[config.mk]
export PLATFORM = sky130hd
export DESIGN_NAME = cmd_chan_engine
export DESIGN_NICKNAME = d
export VERILOG_FILES = /design/src/rtl/cce_pkg.sv /design/src/rtl/cce_opdec.sv /design/src/rtl/cce_seq.sv /design/src/rtl/cce_datapath.sv /design/src/rtl/cmd_chan_engine.sv
export SDC_FILE = /design/constraint.sdc
export NUM_CORES = 1
export LEC_CHECK = 0
export BUFFER_PORTS_ARGS = -buffer_cell sky130_fd_sc_hd__buf_4
export CORE_MARGIN = 5
export CORE_UTILIZATION = 25
export DETAILED_ROUTE_END_ITERATION = 7
export PLACE_DENSITY = 0.53
export SLEW_MARGIN = 15
export SYNTH_ARGS = -nofsm -noshare
export SYNTH_HDL_FRONTEND = slang
export SYNTH_SLANG_ARGS = --single-unit
[constraint.sdc]
create_clock -name clk -period 3 [get_ports clk]
set_input_delay 0.75 -clock clk [delete_from_list [all_inputs] [get_ports clk]]
set_output_delay 0.75 -clock clk [all_outputs]
set_load 0.03 [all_outputs]
[src/rtl/cce_pkg.sv]
package cce_pkg;
  localparam int OP_W    = 5;
  localparam int LEN_W   = 3;
  localparam int ALO_W   = 8;
  localparam int ST_W    = 4;
  localparam int WORD_W  = 32;
  localparam int NBYTES  = 8;
  localparam int DATA_W  = NBYTES * 8;

  // command word field positions (decoded by the peripheral path)
  localparam int OP_LSB  = 27;
  localparam int ALO_LSB = 4;
  localparam int LEN_LSB = 0;

  // host word indices
  localparam int REG_CMD  = 0;
  localparam int REG_STAT = 1;
  localparam int REG_WLO  = 2;
  localparam int REG_WHI  = 3;
  localparam int REG_RLO  = 4;
  localparam int REG_RHI  = 5;

  // status codes: bit0 done, bit1 failure, bit2 denied, bit3 dropped
  localparam logic [ST_W-1:0] ST_CLEAR   = 4'b0000;
  localparam logic [ST_W-1:0] ST_OK      = 4'b0001;
  localparam logic [ST_W-1:0] ST_FAILED  = 4'b0011;
  localparam logic [ST_W-1:0] ST_DENIED  = 4'b0101;
  localparam logic [ST_W-1:0] ST_DROPPED = 4'b1001;

  typedef enum logic [1:0] {
    PH_IDLE = 2'd0,
    PH_REQ  = 2'd1,
    PH_WAIT = 2'd2
  } phase_e;

  typedef struct packed {
    logic known;
    logic writes;
    logic reads;
  } op_class_t;
endpackage

[src/rtl/cce_opdec.sv]
module cce_opdec
  import cce_pkg::*;
(
  input  logic [OP_W-1:0] op_i,
  output op_class_t       cls_o
);
  always_comb begin
    cls_o = '0;
    case (op_i)
      5'd0, 5'd2, 5'd9, 5'd14, 5'd16: begin
        cls_o.known  = 1'b1;
        cls_o.writes = 1'b1;
      end
      5'd1, 5'd8, 5'd13, 5'd15: begin
        cls_o.known = 1'b1;
        cls_o.reads = 1'b1;
      end
      5'd3, 5'd4, 5'd5, 5'd6, 5'd7: begin
        cls_o.known = 1'b1;
      end
      default: cls_o = '0;
    endcase
  end
endmodule

[src/rtl/cce_seq.sv]
module cce_seq
  import cce_pkg::*;
#(
  parameter int ENV_W       = 3,
  parameter int TIMEOUT_CYC = 32
) (
  input  logic             clk,
  input  logic             rst_n,
  input  logic             cmd_wr_i,
  input  op_class_t        cls_i,
  input  logic [ENV_W-1:0] owner_i,
  input  logic [ENV_W-1:0] local_i,
  input  logic             req_ready_i,
  input  logic             rsp_valid_i,
  input  logic             rsp_err_i,
  output phase_e           phase_o,
  output logic [ST_W-1:0]  stat_o,
  output logic             start_o,
  output logic             capture_o
);
  localparam int TIM_W = $clog2(TIMEOUT_CYC + 2);
  localparam logic [TIM_W-1:0] TIM_LAST = TIM_W'(TIMEOUT_CYC - 1);

  phase_e            ph_q;
  logic [TIM_W-1:0]  tim_q;
  logic [ST_W-1:0]   st_q;
  logic              rd_q;
  logic              refuse_own;
  logic              expired;
  logic              idle_cmd;

  assign refuse_own = cls_i.writes && (owner_i != local_i);
  assign idle_cmd   = cmd_wr_i && (ph_q == PH_IDLE);
  assign start_o    = idle_cmd && cls_i.known && !refuse_own;
  assign expired    = (tim_q >= TIM_LAST);
  assign capture_o  = (ph_q == PH_WAIT) && rsp_valid_i && !rsp_err_i && rd_q;
  assign phase_o    = ph_q;
  assign stat_o     = st_q;

  always_ff @(posedge clk) begin
    if (!rst_n) begin
      ph_q  <= PH_IDLE;
      tim_q <= '0;
      st_q  <= ST_CLEAR;
      rd_q  <= 1'b0;
    end else begin
      case (ph_q)
        PH_IDLE: begin
          if (idle_cmd) begin
            tim_q <= '0;
            if (!cls_i.known) begin
              st_q <= ST_FAILED;
            end else if (refuse_own) begin
              st_q <= ST_DENIED;
            end else begin
              st_q <= ST_CLEAR;
              rd_q <= cls_i.reads;
              ph_q <= PH_REQ;
            end
          end
        end
        PH_REQ: begin
          // acceptance wins over expiry: a taken request always gets its wait phase
          if (req_ready_i) begin
            ph_q  <= PH_WAIT;
            tim_q <= tim_q + 1'b1;
          end else if (expired) begin
            st_q <= ST_DROPPED;
            ph_q <= PH_IDLE;
          end else begin
            tim_q <= tim_q + 1'b1;
          end
        end
        PH_WAIT: begin
          if (rsp_valid_i) begin
            st_q <= rsp_err_i ? ST_FAILED : ST_OK;
            ph_q <= PH_IDLE;
          end else if (expired) begin
            st_q <= ST_DROPPED;
            ph_q <= PH_IDLE;
          end else begin
            tim_q <= tim_q + 1'b1;
          end
        end
        default: ph_q <= PH_IDLE;
      endcase
    end
  end
endmodule

[src/rtl/cce_datapath.sv]
module cce_datapath
  import cce_pkg::*;
#(
  parameter int HADDR_W = 3,
  parameter int SID_W   = 4,
  parameter int AHI_W   = 8
) (
  input  logic                   clk,
  input  logic                   rst_n,
  input  logic                   host_we_i,
  input  logic [HADDR_W-1:0]     host_waddr_i,
  input  logic [WORD_W-1:0]      host_wdata_i,
  input  logic [HADDR_W-1:0]     host_raddr_i,
  output logic [WORD_W-1:0]      host_rdata_o,
  input  logic                   idle_i,
  input  logic                   start_i,
  input  logic                   capture_i,
  input  logic [ST_W-1:0]        stat_i,
  input  logic [SID_W-1:0]       sid_i,
  input  logic [AHI_W-1:0]       ahi_i,
  input  logic [DATA_W-1:0]      rsp_rdata_i,
  output logic [OP_W-1:0]        req_op_o,
  output logic [SID_W-1:0]       req_sid_o,
  output logic [AHI_W+ALO_W-1:0] req_addr_o,
  output logic [LEN_W-1:0]       req_len_o,
  output logic [DATA_W-1:0]      req_wdata_o
);
  logic [WORD_W-1:0] cmd_q;
  logic [DATA_W-1:0] wd_q;
  logic [DATA_W-1:0] rd_w;
  logic [SID_W-1:0]  sid_q;
  logic [AHI_W-1:0]  ahi_q;
  logic [LEN_W-1:0]  len_w;
  logic              wr_ok;

  assign wr_ok = host_we_i && idle_i;
  assign len_w = cmd_q[LEN_LSB +: LEN_W];

  always_ff @(posedge clk) begin
    if (!rst_n) begin
      cmd_q <= '0;
      wd_q  <= '0;
      sid_q <= '0;
      ahi_q <= '0;
    end else begin
      if (wr_ok && host_waddr_i == HADDR_W'(REG_CMD))
        cmd_q <= host_wdata_i;
      if (wr_ok && host_waddr_i == HADDR_W'(REG_WLO))
        wd_q[WORD_W-1:0] <= host_wdata_i;
      if (wr_ok && host_waddr_i == HADDR_W'(REG_WHI))
        wd_q[DATA_W-1:WORD_W] <= host_wdata_i;
      if (start_i) begin
        sid_q <= sid_i;
        ahi_q <= ahi_i;
      end
    end
  end

  for (genvar b = 0; b < NBYTES; b++) begin : g_rbyte
    logic [7:0] byte_q;
    always_ff @(posedge clk) begin
      if (!rst_n)
        byte_q <= 8'h00;
      else if (capture_i)
        byte_q <= (LEN_W'(b) <= len_w) ? rsp_rdata_i[b*8 +: 8] : 8'h00;
    end
    assign rd_w[b*8 +: 8] = byte_q;
  end

  always_comb begin
    case (host_raddr_i)
      HADDR_W'(REG_CMD):  host_rdata_o = cmd_q;
      HADDR_W'(REG_STAT): host_rdata_o = {{(WORD_W-ST_W){1'b0}}, stat_i};
      HADDR_W'(REG_WLO):  host_rdata_o = wd_q[WORD_W-1:0];
      HADDR_W'(REG_WHI):  host_rdata_o = wd_q[DATA_W-1:WORD_W];
      HADDR_W'(REG_RLO):  host_rdata_o = rd_w[WORD_W-1:0];
      HADDR_W'(REG_RHI):  host_rdata_o = rd_w[DATA_W-1:WORD_W];
      default:            host_rdata_o = '0;
    endcase
  end

  assign req_op_o    = cmd_q[OP_LSB +: OP_W];
  assign req_len_o   = len_w;
  assign req_addr_o  = {ahi_q, cmd_q[ALO_LSB +: ALO_W]};
  assign req_sid_o   = sid_q;
  assign req_wdata_o = wd_q;
endmodule

[src/rtl/cmd_chan_engine.sv]
module cmd_chan_engine
  import cce_pkg::*;
#(
  parameter int HADDR_W     = 3,
  parameter int ENV_W       = 3,
  parameter int SID_W       = 4,
  parameter int AHI_W       = 8,
  parameter int TIMEOUT_CYC = 32
) (
  input  logic                   clk,
  input  logic                   rst_n,
  input  logic                   host_we,
  input  logic [HADDR_W-1:0]     host_waddr,
  input  logic [31:0]            host_wdata,
  input  logic [HADDR_W-1:0]     host_raddr,
  output logic [31:0]            host_rdata,
  input  logic [ENV_W-1:0]       chan_owner,
  input  logic [ENV_W-1:0]       local_env,
  input  logic [SID_W-1:0]       chan_sid,
  input  logic [AHI_W-1:0]       chan_addr_hi,
  output logic                   chan_busy,
  output logic                   req_valid,
  input  logic                   req_ready,
  output logic [4:0]             req_op,
  output logic [SID_W-1:0]       req_sid,
  output logic [AHI_W+7:0]       req_addr,
  output logic [2:0]             req_len,
  output logic [63:0]            req_wdata,
  input  logic                   rsp_valid,
  output logic                   rsp_ready,
  input  logic                   rsp_err,
  input  logic [63:0]            rsp_rdata
);
  op_class_t        cls;
  phase_e           phase;
  logic [ST_W-1:0]  stat_q;
  logic             start;
  logic             capture;
  logic             cmd_wr;

  assign cmd_wr = host_we && (host_waddr == HADDR_W'(REG_CMD));

  cce_opdec u_opdec (
    .op_i  (host_wdata[OP_LSB +: OP_W]),
    .cls_o (cls)
  );

  cce_seq #(
    .ENV_W       (ENV_W),
    .TIMEOUT_CYC (TIMEOUT_CYC)
  ) u_seq (
    .clk         (clk),
    .rst_n       (rst_n),
    .cmd_wr_i    (cmd_wr),
    .cls_i       (cls),
    .owner_i     (chan_owner),
    .local_i     (local_env),
    .req_ready_i (req_ready),
    .rsp_valid_i (rsp_valid),
    .rsp_err_i   (rsp_err),
    .phase_o     (phase),
    .stat_o      (stat_q),
    .start_o     (start),
    .capture_o   (capture)
  );

  cce_datapath #(
    .HADDR_W (HADDR_W),
    .SID_W   (SID_W),
    .AHI_W   (AHI_W)
  ) u_dp (
    .clk          (clk),
    .rst_n        (rst_n),
    .host_we_i    (host_we),
    .host_waddr_i (host_waddr),
    .host_wdata_i (host_wdata),
    .host_raddr_i (host_raddr),
    .host_rdata_o (host_rdata),
    .idle_i       (phase == PH_IDLE),
    .start_i      (start),
    .capture_i    (capture),
    .stat_i       (stat_q),
    .sid_i        (chan_sid),
    .ahi_i        (chan_addr_hi),
    .rsp_rdata_i  (rsp_rdata),
    .req_op_o     (req_op),
    .req_sid_o    (req_sid),
    .req_addr_o   (req_addr),
    .req_len_o    (req_len),
    .req_wdata_o  (req_wdata)
  );

  assign req_valid = (phase == PH_REQ);
  assign rsp_ready = (phase == PH_WAIT);
  assign chan_busy = (phase != PH_IDLE);
endmodule

==> impl_metrics.toml, run 1 <==
[hold_path]
hp-class = "reg2reg"
min_to = "u_dp.g_rbyte[6].byte_q[5]"
hold_depth = 2
holdCritStartpoint = "u_dp.g_rbyte[6].byte_q[5]"

[critical_path]
r2r_start = "u_seq.phase_o[0]"
crit_required_ns = 2.25
crit_fanout = 15
cp_num_buf_inv = 3
cp-end-kind = "output port"
crit_family = "buffers and inverters"
crit_type = "in2out"
r2r_cells = 7
r2r-end = "u_dp.g_rbyte[5].byte_q[3]"
worst_ep_arrival_time_ns = 2.18
setup.worst_path.start_class = "input port"
cp_slowest_cell = "mux2i_1"
crit_chain = "buf_4 -> buf_12 -> mux2i_1 -> o21ai_1 -> a221o_1 -> buf_4"
crit_path_frequent_cell = "buf_4"
max_stage_delay_ns = 0.35
worst-r2r-setup-slack_ns = 0.53

[yosys]
syn_area_um2 = 8260
ys_ff_latch = 185
synth.distinct_cells = 61
async_flop_share_pct = 0
yosys-top-cells-area = "dfxtp_1, nand2_1, a21oi_1"
yosysWarnings = 0
synth.most_common_cell = "nand2_1"
synthFlopType = "dfxtp_1"
synth_nets = 1170
synth_edf_count = 0
yosysTopAreaCell = "dfxtp_1"
synth.top_cells.by_count = "nand2_1, dfxtp_1, a21oi_1, clkbuf_1, nor2_1"
syn_area_per_cell_um2 = 7.95
syn_inst = 1039
synth_top_area_share_pct = 44.8
seq_area_frac_synth_pct = 44.8

[die]
design.die.area_um2 = 36800
io-pin-count = 253
die_w_um = 192
initial_core_util_pct = 25.3
rows = 66
die_y_um = 192
core_um2 = 32600

[power]
p_sw_mw = 1.50
p_total_mw = 5.33
seqPwrFrac_pct = 47.1
p_per_area_nw_per_um2 = 477
p_int_mw = 3.83
clkPwrFrac_pct = 42.3
p_leak_nw = 4.29
p_sw_share_pct = 28.2
peakVddDrop_v = 0.000399
combPwrFrac_pct = 10.5

[job]
max-cap-violations = 0

[drt]
vias_per_cell = 4.82
drc = 0
num_vias = 8181
drtIter0Drc = 587
drt-pass1-iter-count = 8
wire_per_inst_um = 19.6
antenna_left = 0
drt-total-wl_um = 33200

[final_layout]
nNetsFinal = 1371
fin_area_um2 = 11200
drive_above_1_share_pct = 26.7
syn2layout_area_growth_pct = 35.3

[timing]
final_max_slew_viol_count = 0
fin_skew_ns = 0.0188
setup_viol = 0
relSlewSlack_pct = 41.0
rsz0062_at_grt = "no"
hold_viol = 0
finalCritPeriodShare_pct = 97.8
finalCriticalPeriod_ns = 2.93
fmax_mhz = 341
tightest_slew_ns = 0.884
setup_slack_ns = 0.0669

[clock_tree]
clk_pin_slew_ns = 0.08
cts_tree = "yes"
clk_path_buf_depth = 2
clkLatencyLatePin_ns = 0.45
post-cts-setup-buffers = 0
cts.sinks = 185
htreeDepth = 4
cts_buffers = 17
root_buffer = "clkbuf_16"

[global_route]
overflow = 0
antenna_found_initial = 3
grt_max_degree = 65
grt_pass1_vias = 8015
grt_util_all_layers_pct = 17.5
grt_pass1_wl_um = 49300

[status]
run_status = "finished clean"

[placement]
place_area_um2 = 10600
io_buffer_count = 252
dpl.hpwl_um = 24500
pre_cts_ws_ns = -0.0214
place_congestion = 0.831
[cells by family (layout without fill, tap and decap cells)]
group	count (synthesis)	after routing	share of synthesized area [%]
buffers and inverters	108	322	6.03
AOI/OAI and AO/OA	281	281	21.0
other	0	1	0
and+or+nand+nor	408	408	20.8
adders and majority gates	5	5	0.757
muxes	49	49	6.26
xor gates and xnor gates	3	3	0.318
DFF	185	185	44.8
[flip-flops by register name, indices dropped and copies added, names as in the netlist]
signal,count
u_seq.tim_q,6
u_dp.ahi_q,8
u_seq.rd_q,1
u_dp.req_wdata_o,64
u_seq.phase_o,2
u_dp.cmd_q,32
u_seq.stat_o,4
u_dp.req_sid_o,4
u_dp.g_rbyte.byte_q,64
[what timing repair did]
| action | 4_1_cts | 5_1_grt |
|---|---|---|
| endpoints found under the setup margin | 2 | 3 |
| gates resized for setup | 2 | 4 |
| hold buffers | 0 | 0 |
[per-stage QoR]
step | util (%) | std cells | TNS (ns) | hold slack, ns
after CTS | 34.2 | 1695 | 0 | 0.456
after floorplan | - | 1039 | 0 | 0.428
after global routing | 34.3 | 1696 | 0 | 0.480
final | 34.3 | 1696 | 0 | 0.455
after global placement | 32.4 | 1663 | 0 | 0.442
after detailed placement | 32.4 | 1663 | -0.0367 | 0.447
[area by class of cell]
class,count,area (um^2)
antenna,1,2.50
fill,3457,21400
clock inverter,15,156
multi-input combinational,746,4120
clock buffer,17,425
inverter,11,43.8
timing repair buffer,279,2170
sequential,185,3700
tap,442,553
[worst min-delay path, stage by stage, from the launching register on]
cell and delay [ns]:
dfxtp_1 0.31, nand2_1 0.05, a21oi_1 0.05
[worst max path at each step]
stage | from | to | cells past startpoint
2_1_floorplan | host_raddr[0] | host_rdata[0] | 6
3_3_place_gp | host_raddr[0] | host_rdata[11] | 6
3_5_place_dp | host_raddr[0] | host_rdata[11] | 6
4_1_cts | host_raddr[0] | host_rdata[11] | 6
5_1_grt | host_raddr[0] | host_rdata[11] | 6
6_report | host_raddr[0] | host_rdata[21] | 6
[per-layer routing]
metal / wire length, um / vias up / track usage (%) / part of all wire (%)
met5: 13 / - / 0 / 0.039
met2: 15700 / 241 / 28.7 / 47
li1: - / 3989 / - / -
met4: 806 / 2 / 5.86 / 2.4
met3: 2060 / 41 / 4.11 / 6.2
met1: 14700 / 3908 / 22.7 / 44
[power by group through the flow]
stage | clock network, mW | logic (mW) | registers (mW)
4_1_cts | 2.30 | 0.565 | 2.51
3_5_place_dp | 0 | 0.563 | 2.57
5_1_grt | 2.41 | 0.602 | 2.52
3_3_place_gp | 0 | 0.560 | 2.57
6_report | 2.26 | 0.562 | 2.51
2_1_floorplan | 0 | 0.230 | 2.60
[cells in the final DEF (no fill, tap or decap), drive strengths merged, types with 3 or more instances in the layout]
cell	count
inv	19
and3	5
a31oi	4
nor3b	3
dfxtp	185
nor2	47
buf	279
nor2b	6
o21ai	42
a22oi	33
nor3	7
clkinvlp	3
xor2	3
ha	5
clkinv	4
a41oi	4
nand3	32
a221oi	3
a221o	27
o22ai	5
a211oi	3
a21oi	142
nand2	290
mux2i	46
clkbuf	17
and2	4
Power figures use the tool's default switching activity.
==> run 2: changes to the inputs <==
==> constraint.sdc (replaced) <==
create_clock -name clk -period 3.51 [get_ports clk]
set_input_delay 0.8775 -clock clk [delete_from_list [all_inputs] [get_ports clk]]
set_output_delay 0.8775 -clock clk [all_outputs]
set_load 0.03 [all_outputs]
==> impl_metrics.toml, run 2 (same netlist as run 1, synthesis figures left out) <==
[status]
run_status = "finished clean"

[critical_path]
crit_type = "in2out"
r2r-end = "u_dp.g_rbyte[2].byte_q[1]"
setup.worst_path.start_class = "input port"
r2r_start = "u_seq.phase_o[0]"
crit_required_ns = 2.63
r2r_cells = 7
cp-end-kind = "output port"
crit_fanout = 38
worst_ep_arrival_time_ns = 2.54
crit_start = "host_raddr[0]"
worst-r2r-setup-slack_ns = 1.24

[die]
die_w_um = 192
design.die.area_um2 = 36800
core_um2 = 32600
initial_core_util_pct = 25.3
io-pin-count = 253
die_y_um = 192
rows = 66

[placement]
placed_cells = 1659
io_buffer_count = 252
dpl.hpwl_um = 23900
place_area_um2 = 10500
place_congestion = 0.798

[drt]
num_vias = 8159
drt-total-wl_um = 33100
drc = 0
antenna_left = 0
vias_per_cell = 4.82
drtIter0Drc = 586
drt-pass1-iter-count = 5
wire_per_inst_um = 19.6

[power]
p_per_area_nw_per_um2 = 410
p_int_mw = 3.31
peakVddDrop_v = 0.000330
p_leak_nw = 4.28
clkPwrFrac_pct = 42.3
p_sw_share_pct = 27.2
combPwrFrac_pct = 10.5
seqPwrFrac_pct = 47.2
p_sw_mw = 1.24

[global_route]
grt_util_all_layers_pct = 17.4
grt_pass1_vias = 7768
grt_use_met2_pct = 27.9
grt_use_met1_pct = 23.0
grt_pass1_wl_um = 48600
grt_max_degree = 99
antenna_found_initial = 2
use_met3_pct = 4.85
grt_busiest_layer = "met2"
overflow = 0

[timing]
hold_ws_ns = 0.453
finalCritPeriodShare_pct = 97.3
final_max_slew_viol_count = 0
hold_viol = 0
fin_skew_ns = 0.00977
setup_viol = 0
finalCriticalPeriod_ns = 3.41
tightest_slew_ns = 0.850
tns_ns = 0
fmax_mhz = 293
rsz0062_at_grt = "no"
relSlewSlack_pct = 43.1

[clock_tree]
htreeDepth = 4
clk_pin_slew_ns = 0.07
cts_tree = "yes"
clk_path_buf_depth = 2
root_buffer = "clkbuf_16"
cts.sinks = 185
clkLatencyLatePin_ns = 0.44
cts_buffers = 17

[hold_path]
holdCritStartpoint = "u_dp.g_rbyte[4].byte_q[4]"
hp-class = "reg2reg"
min_to = "u_dp.g_rbyte[4].byte_q[4]"
hold_depth = 2

[job]
max-cap-violations = 0

[final_layout]
layout_commonest_cell = "nand2_1"
fin_cells = 1691
fillers = 3467
nNetsFinal = 1367
fin_area_um2 = 11100
antenna_cells = 0
drive_above_1_share_pct = 25.9
syn2layout_area_growth_pct = 34.4
multi_input_area_um2 = 4100
regArea_um2 = 3700
final_core_util_pct = 34.0
layout_common_cells = "nand2_1, buf_4, dfxtp_1"
-- run 2: metal layers --
layer  up-vias  wire, um
li1       3984         -
met1      3899     14700
met2       245     15600
met3        31      2310
met4         0       520
met5         -         0
-- run 2: how the worst max path moves through the flow --
| stage | end | slack (ns) | depth (start not counted) |
|---|---|---|---|
| floorplan | host_rdata[3] | 0.16 | 5 |
| global placement | host_rdata[6] | -0.28 | 8 |
| detailed placement | host_rdata[16] | 0.02 | 7 |
| CTS | host_rdata[16] | 0.02 | 7 |
| global route | host_rdata[10] | 0.007 | 8 |
| finish | host_rdata[6] | 0.1 | 7 |
-- run 2: power by group through the flow --
stage               Combinational, mW  Sequential [mW]  Clock [mW]
floorplan                       0.196             2.22           0
global placement                0.474             2.20           0
detailed placement              0.479             2.20           0
CTS                             0.480             2.15        1.97
global route                    0.510             2.15        2.07
finish                          0.476             2.15        1.92
-- run 2: worst max-delay path, cell delays in order --
cell and delay, ns:
buf_4 0.10, buf_4 0.15, buf_12 0.27, mux2i_1 0.52, o21ai_0 0.14, a221o_1 0.28
buf_4 0.17
-- run 2: repair_timing --
action / in CTS / in global routing
resized for setup: 0 / 1
endpoints found under the setup margin: 0 / 1
hold buffers: 0 / 0
setup buffers: 0 / 0
endpoints found under the hold margin: 0 / 0
-- run 2: area by class of cell --
type | instances | share of cell area [%]
multi-input cells | 746 | 36.9
flip-flops and latches | 185 | 33.4
repair buffers | 275 | 19.2
well taps | 442 | 4.98
clock buffers | 21 | 4.24
clock inverters | 11 | 0.969
inverters | 11 | 0.394
-- run 2: through the flow --
stage / setup WS (ns) / total power [mW]
finish: 0.0954 / 4.55
global route: 0.00718 / 4.73
CTS: 0.0177 / 4.59
detailed placement: 0.0196 / 2.68
global placement: -0.275 / 2.67
floorplan: 0.158 / 2.42
==> run 3: changes to the inputs <==
--- a/config.mk
+++ b/config.mk
@@ -9,7 +9,8 @@
 export CORE_MARGIN = 5
 export CORE_UTILIZATION = 25
 export DETAILED_ROUTE_END_ITERATION = 7
-export PLACE_DENSITY = 0.53
+export GPL_TIMING_DRIVEN = 0
+export PLACE_DENSITY = 0.49
 export SLEW_MARGIN = 15
 export SYNTH_ARGS = -nofsm -noshare
 export SYNTH_HDL_FRONTEND = slang
==> impl_metrics.toml, run 3 (same netlist as run 1, synthesis figures left out) <==
[global_route]
grt_pass1_wl_um = 53000
grt_max_degree = 21
grt_util_all_layers_pct = 19.3
grt_pass1_vias = 8256
antenna_found_initial = 5
overflow = 0

[final_layout]
fillers = 3558
fin_cells = 1766
layout_common_cells = "nand2_1, buf_4, dfxtp_1"
nNetsFinal = 1440
fin_area_um2 = 11400
syn2layout_area_growth_pct = 37.8
layout_commonest_cell = "nand2_1"
drive_above_1_share_pct = 25.9
final_core_util_pct = 34.9

[timing]
finalCriticalPeriod_ns = 3.43
final_max_slew_viol_count = 0
rsz0062_at_grt = "no"
setup_viol = 0
hold_ws_ns = 0.452
fmax_mhz = 291
fin_skew_ns = 0.0182
finalCritPeriodShare_pct = 97.8
tns_ns = 0
tightest_slew_ns = 0.973
relSlewSlack_pct = 34.9
hold_viol = 0

[drt]
drt-total-wl_um = 36700
antenna_left = 0
drt-pass1-iter-count = 6
drc = 0
wire_per_inst_um = 20.8
drtIter0Drc = 779
num_vias = 8542
vias_per_cell = 4.84

[critical_path]
crit_required_ns = 2.63
crit_type = "in2out"
worst_ep_arrival_time_ns = 2.55
setup.worst_path.start_class = "input port"
worst-r2r-setup-slack_ns = 0.86
cp-end-kind = "output port"
crit_fanout = 10

[job]
max-cap-violations = 0

[clock_tree]
clk_path_buf_depth = 2
ctsHoldBuffers = 0
clk_pin_slew_ns = 0.08
root_buffer = "clkbuf_16"
cts_tree = "yes"
htreeDepth = 4
cts.sinks = 185
cts_buffers = 17
clkLatencyLatePin_ns = 0.45

[placement]
place_congestion = 0.824
place_area_um2 = 10700
dpl.hpwl_um = 28200
io_buffer_count = 248
placed_cells = 1729

[die]
die_w_um = 192
io-pin-count = 253
design.die.area_um2 = 36800
die_y_um = 192
core_um2 = 32600
rows = 66
initial_core_util_pct = 25.3

[hold_path]
hp-class = "reg2reg"

[power]
p_per_area_nw_per_um2 = 407
peakVddDrop_v = 0.000330
p_leak_nw = 4.41

[status]
run_status = "finished clean"
run 3: cell count changes in the layout (fill, tap and decap cells not counted), sizes merged:
cell | before | now
buf | 275 | 286
clkbuf | 21 | 80
clkinv | 3 | 9
clkinvlp | 3 | 0
diode | 0 | 2
run 3: layout make-up:
type	count	area, um^2	share of cell area, %
timing repair buffer	251	1880	16.6
sequential	185	3700	32.5
multi-input combinational	746	4110	36.1
inverter	11	41.3	0.363
clock buffer	18	429	3.77
tap	442	553	4.86
clock inverter	14	178	1.56
buffer	97	482	4.23
antenna	2	5.00	0.0440
run 3: power breakdown:
group          total, mW  internal (mW)  switching, mW  leakage, nW
registers           2.15           2.12         0.0248         1.49
logic              0.500          0.198          0.302         2.63
clock network       1.99          0.968           1.02        0.292
run 3: critical path, cell delays in order:
cell and delay (ns):
buf_4 0.09, clkbuf_1 0.44, nor3_4 0.08, buf_4 0.17
clkbuf_2 0.27, a221o_1 0.43, buf_4 0.20
run 3: metrics by stage:
step           worst slack, ns  total power, mW
2_1_floorplan            0.158             2.42
5_1_grt                0.00237             4.79
4_1_cts                -0.0221             4.66
3_5_place_dp            -0.604             2.69
3_3_place_gp            -0.588             2.69
6_report                0.0788             4.63
run 3: path summary, 6_finish.rpt:
kind,start,to,cells past startpoint
worst max-delay path,host_raddr[2],host_rdata[29],7
worst max register to register,u_seq.phase_o[0],u_dp.g_rbyte[7].byte_q[5],8
worst min-delay path,u_dp.g_rbyte[4].byte_q[6],u_dp.g_rbyte[4].byte_q[6],2
worst min register to register,u_dp.g_rbyte[4].byte_q[6],u_dp.g_rbyte[4].byte_q[6],2
run 3: per-layer routing:
layer | global-route usage [%] | vias up | routed length, um | part of all wire, %
met2 | 30.8 | 285 | 17100 | 47
met3 | 4.42 | 36 | 2660 | 7.2
li1 | - | 4126 | - | -
met5 | 0 | - | 27 | 0.074
met1 | 26.2 | 4091 | 16200 | 44
met4 | 5.25 | 4 | 629 | 1.7
run 3: repair_timing:
item                                    in CTS  in global routing
resized for setup                           29                  5
endpoints found under the setup margin      28                 19
pin swaps                                    1                  0
buffers inserted                             3                  0
